==> src/rtl/pattern_det_pkg.sv <==
package pattern_det_pkg;
  localparam int STATE_W = 3;
  typedef logic [STATE_W-1:0] state_t;
  localparam state_t ST_IDLE  = 3'd0;
  localparam state_t ST_ONE   = 3'd1;
  localparam state_t ST_ONE0  = 3'd2;
  localparam state_t ST_ONE00 = 3'd3;
  localparam state_t ST_MATCH = 3'd4;
endpackage

==> src/rtl/pattern_det_next.sv <==
module pattern_det_next
  import pattern_det_pkg::*;
(
  input  state_t cur_i,
  input  logic   bit_i,
  output state_t nxt_o
);
  always_comb begin
    unique case (cur_i)
      ST_IDLE:  nxt_o = bit_i ? ST_ONE   : ST_IDLE;
      ST_ONE:   nxt_o = bit_i ? ST_ONE   : ST_ONE0;
      ST_ONE0:  nxt_o = bit_i ? ST_ONE   : ST_ONE00;
      ST_ONE00: nxt_o = bit_i ? ST_MATCH : ST_IDLE;
      ST_MATCH: nxt_o = bit_i ? ST_ONE   : ST_IDLE;
      default:  nxt_o = ST_IDLE; // unused codes recover
    endcase
  end
endmodule

==> src/rtl/pattern_det_state.sv <==
module pattern_det_state
  import pattern_det_pkg::*;
(
  input  logic   clk_i,
  input  logic   rst_ni,
  input  state_t nxt_i,
  output state_t cur_o
);
  state_t state_q;

  always_ff @(posedge clk_i or negedge rst_ni) begin
    if (!rst_ni) state_q <= ST_IDLE;
    else         state_q <= nxt_i;
  end

  assign cur_o = state_q;
endmodule

==> src/rtl/pattern_det_decode.sv <==
module pattern_det_decode
  import pattern_det_pkg::*;
(
  input  state_t cur_i,
  output logic   hit_o
);
  assign hit_o = (cur_i == ST_MATCH);
endmodule

==> src/rtl/pattern_det.sv <==
module pattern_det
  import pattern_det_pkg::*;
(
  input  logic clk_i,
  input  logic rst_ni,
  input  logic data_i,
  output logic detect_o
);
  state_t cur_s;
  state_t nxt_s;

  pattern_det_next u_next (
    .cur_i (cur_s),
    .bit_i (data_i),
    .nxt_o (nxt_s)
  );

  pattern_det_state u_state (
    .clk_i  (clk_i),
    .rst_ni (rst_ni),
    .nxt_i  (nxt_s),
    .cur_o  (cur_s)
  );

  pattern_det_decode u_dec (
    .cur_i (cur_s),
    .hit_o (detect_o)
  );

  AST_IDLE_HOLD: assert property (@(posedge clk_i) disable iff (!rst_ni)
    (cur_s == ST_IDLE && !data_i) |=> (cur_s == ST_IDLE));
  AST_ONE_HOLD: assert property (@(posedge clk_i) disable iff (!rst_ni)
    (cur_s == ST_ONE && data_i) |=> (cur_s == ST_ONE));
  AST_ONE0_BACK: assert property (@(posedge clk_i) disable iff (!rst_ni)
    (cur_s == ST_ONE0 && data_i) |=> (cur_s == ST_ONE));
  AST_ONE00_DROP: assert property (@(posedge clk_i) disable iff (!rst_ni)
    (cur_s == ST_ONE00 && !data_i) |=> (cur_s == ST_IDLE));
  AST_MATCH_NO_OVERLAP: assert property (@(posedge clk_i) disable iff (!rst_ni)
    (cur_s == ST_MATCH && !data_i) |=> (cur_s == ST_IDLE));
  AST_DETECT_SOURCE: assert property (@(posedge clk_i) disable iff (!rst_ni)
    $rose(detect_o) |-> $past(cur_s == ST_ONE00 && data_i));
  AST_DETECT_ONE_CYCLE: assert property (@(posedge clk_i) disable iff (!rst_ni)
    detect_o |=> !detect_o);
  AST_ILLEGAL_RECOVER: assert property (@(posedge clk_i) disable iff (!rst_ni)
    (cur_s > ST_MATCH) |=> (cur_s == ST_IDLE));
  AST_ILLEGAL_QUIET: assert property (@(posedge clk_i) disable iff (!rst_ni)
    (cur_s > ST_MATCH) |-> !detect_o);
endmodule

==> config.mk <==
export PLATFORM = sky130hd
export DESIGN_NAME = pattern_det
export DESIGN_NICKNAME = d
export VERILOG_FILES = /design/src/rtl/pattern_det_pkg.sv /design/src/rtl/pattern_det_next.sv /design/src/rtl/pattern_det_state.sv /design/src/rtl/pattern_det_decode.sv /design/src/rtl/pattern_det.sv
export SDC_FILE = /design/constraint.sdc
export NUM_CORES = 1
export LEC_CHECK = 0
export ABC_AREA = 1
export BUFFER_PORTS_ARGS = -buffer_cell sky130_fd_sc_hd__clkbuf_2
export CAP_MARGIN = 20
export CORE_AREA = 8 8 45 47
export CTS_BUF_LIST = sky130_fd_sc_hd__clkbuf_4 sky130_fd_sc_hd__clkbuf_8 sky130_fd_sc_hd__clkbuf_16
export CTS_CLUSTER_DIAMETER = 150
export CTS_CLUSTER_SIZE = 40
export DETAILED_ROUTE_END_ITERATION = 8
export DIE_AREA = 0 0 53 55
export PLACE_DENSITY = 0.36
export SLEW_MARGIN = 20
export SYNTH_ARGS = -nofsm -noshare
export SYNTH_HDL_FRONTEND = slang
export SYNTH_SLANG_ARGS = --single-unit
==> constraint.sdc <==
create_clock -name clk_i -period 0.9 [get_ports clk_i]
set_input_delay 0.09 -clock clk_i [delete_from_list [all_inputs] [get_ports clk_i]]
set_output_delay 0.09 -clock clk_i [all_outputs]
set_load 0.03 [all_outputs]
==> results by group <==
Floorplan
  • Ports: 4
  • Core Rows: 14
  • DIE AREA: ~2900 µm²
  • Die height: between 50 and 60 µm
  • Die W: between 50 and 60 µm
  • Core ar.: roughly 1400 µm²
  • Starting Density: 0.107

Drt
  • Uppermost routed layer: met3
  • WL/cell: roughly 7.5 µm
  • DRT iter0 DRCs: 4
  • Vias per cell: approximately 3.2
  • Total vias in the final route: approximately 150
  • DRT Wirelength: around 350 µm
  • WL met1: approximately 160 µm
  • DR DRC count: 0
  • WL met3: approximately 33 µm
  • Routed met2 length: 154 µm
  • Antenna-violating nets left: 0
  • Pre-Repair DR Iteration Count: 4

Synth
  • Post-Synth XOR/XNOR Area: 0
  • Main combinational cell family by area after synthesis: simple AND/OR/NAND/NOR gates
  • Number of warnings issued by yosys: 0
  • Post-synthesis mux area share: 0
  • Yosys reg bits: 3
  • Register area share after synthesis: 0.508
  • Syn nets: 22
  • Adder-Cell Fraction of Synth Area: 0
  • Post-synthesis simple-gate area fraction: 0.390
  • Complex-gate fraction of the synthesized area: 0
  • Synthesized area: roughly 150 µm²
  • Post-synthesis cell type count: 8
  • Syn Area/Cell: between 7 and 8 µm²
  • Post-Synthesis Cells: 19

Critical path
  • Req. time, crit path: 0.81 ns
  • CP Max Fanout: 2
  • Critical path class: flip-flop to primary output
  • Crit path capture type: primary output
  • CP startpoint kind: flip-flop
  • CP Launch Point: u_state.cur_o[0]
  • Reg2reg start: u_state.cur_o[1]
  • Critical Path AT: roughly 0.98 ns

STA
  • RSZ-0062 raised after global routing: true
  • Clock skew: 0.00123 ns
  • Final hold violations: 0
  • Post-route setup TNS: -0.175 ns
  • Final period util: 1.19
  • Hold WS: between 0.1 and 0.15 ns
  • Slew margin rel.: 0.910
  • Worst setup margin: -0.175 ns
  • Slew @ Worst Pin: between 0.1 and 0.15 ns
  • Setup-failing EPs final: 1
  • Final slew viol count: 0
  • Min cycle time layout: around 1.1 ns
  • Highest Clock Rate: ~0.93 GHz

Global route
  • Overall routing resource usage: 0.0295
  • Initial antenna violation count: 0
  • Largest net degree at the start of global routing: 4
  • First-pass GRT wire length: ~570 µm
  • Vias in the first global route: roughly 150
  • GR Overflow Total: 0

Outcome
  • Failing checks: negative setup slack
  • Status: finished with violations

Pwr
  • Power, Total: slightly above 600 µW
  • Leakage power: 0.135 nW
  • Pwr dens: roughly 2400 nW/µm²
  • Maximum VDD drop: 0.000691 V

Clock tree
  • Clock buffer depth: 2
  • Worst-Skew Late Latency: 0.23 ns
  • Clock transition at the registers of the reported paths: roughly 0.04 ns
  • Root buf cell: clkbuf_4
  • CTS tree: built
  • H-tree depth: 1
  • Total CTS buffers: 3
  • Clock sink count: 3

Cells and area
  • Nets: 34
  • Layout area overhead: 73.7%
  • Ant diodes: 0
  • Fill cells: approximately 160
  • Max FFs per register: 3
  • Final core occ: 0.185
  • Layout cell share with drive strength beyond 1: 0.600

Place
  • Pre-CTS WS: 0.00991 ns
  • Port Buf Inserts: 3
  • GP Congestion: 0.614

Job
  • Max-cap violations: 0

Min path
  • Worst hold path startpoint: data_i
  • Worst min-delay path category: input pin to flip-flop
kinds of logic (layout without fill, tap and decap cells):
family,after synthesis,after routing
simple gates,12,12
buf+inv,4,15
flops,3,3
synth_stat cells:
| cell type | n | area [µm²] |
|---|---|---|
| nand2_1 | 4 | 15.0 |
| dfrtp_1 | 3 | 75.1 |
| inv_2 | 3 | 11.3 |
| nand2_2 | 2 | 12.5 |
| nand3_1 | 2 | 10.0 |
| nor2_1 | 2 | 7.51 |
| nor2_2 | 2 | 12.5 |
| inv_1 | 1 | 3.75 |
final timing paths:
path,end,slack (ns),cells past startpoint
max reg2reg,u_state.cur_o[1],0.09,4
max in group asynchronous,u_state.cur_o[2],0.61,2
min reg2reg,u_state.cur_o[1],0.56,3
max,detect_o,-0.17,4
min,u_state.cur_o[2],0.12,3
min in group asynchronous,u_state.cur_o[0],0.18,2
report_power, final:
group	switching [mW]	leakage [nW]	total (mW)	internal, mW
clock network	0.0669	0.0184	0.263	0.196
registers	0.0208	0.0386	0.184	0.163
logic	0.0876	0.0778	0.174	0.0865
routing by layer:
metal / track usage / vias to the layer above
li1: - / 77
met1: 0.0274 / 64
met2: 0.0313 / 4
met3: 0.0214 / 0
met4: 0.0517 / 0
met5: 0 / -
per-stage QoR:
step	cells	area, µm²
after floorplan	19	150
after global placement	38	185
after detailed placement	38	185
after CTS	46	256
after global routing	46	256
final	46	256
placed cells by master (no fill, tap or decap):
| master | synthesis | final |
|---|---|---|
| nand2_1 | 4 | 4 |
| dlygate4sd3_1 | 0 | 1 |
| inv_1 | 1 | 1 |
| nand2_2 | 2 | 2 |
| inv_2 | 3 | 3 |
| nor2_1 | 2 | 1 |
| clkbuf_2 | 0 | 2 |
| dfrtp_1 | 3 | 3 |
| clkbuf_8 | 0 | 1 |
| buf_4 | 0 | 3 |
| nand3_1 | 2 | 2 |
| nor2_2 | 2 | 3 |
| clkbuf_4 | 0 | 4 |
area by class of cell:
| type | instances | area [µm²] | share of cell area |
|---|---|---|---|
| timing repair buffer | 7 | 56.3 | 0.220 |
| sequential | 3 | 75.1 | 0.293 |
| tap | 16 | 20.0 | 0.0780 |
| clock buffer | 4 | 30.0 | 0.117 |
| inverter | 4 | 15.0 | 0.0585 |
| multi-input combinational | 12 | 60.1 | 0.234 |
repair_timing:
action / CTS / global route
buffers inserted: 3 / 0
endpoints found under the setup margin: 1 / 1
hold buffers: 1 / 0
endpoints found under the hold margin: 3 / 0
gates resized for setup: 2 / 0
gates cloned: 0 / 0
worst max-delay path, stage by stage, from the launching register on:
cell and delay, ns:
dfrtp_1 0.38, inv_2 0.06, nand2_2 0.06, nor2_2 0.09, clkbuf_8 0.16
Power figures use the tool's default switching activity.
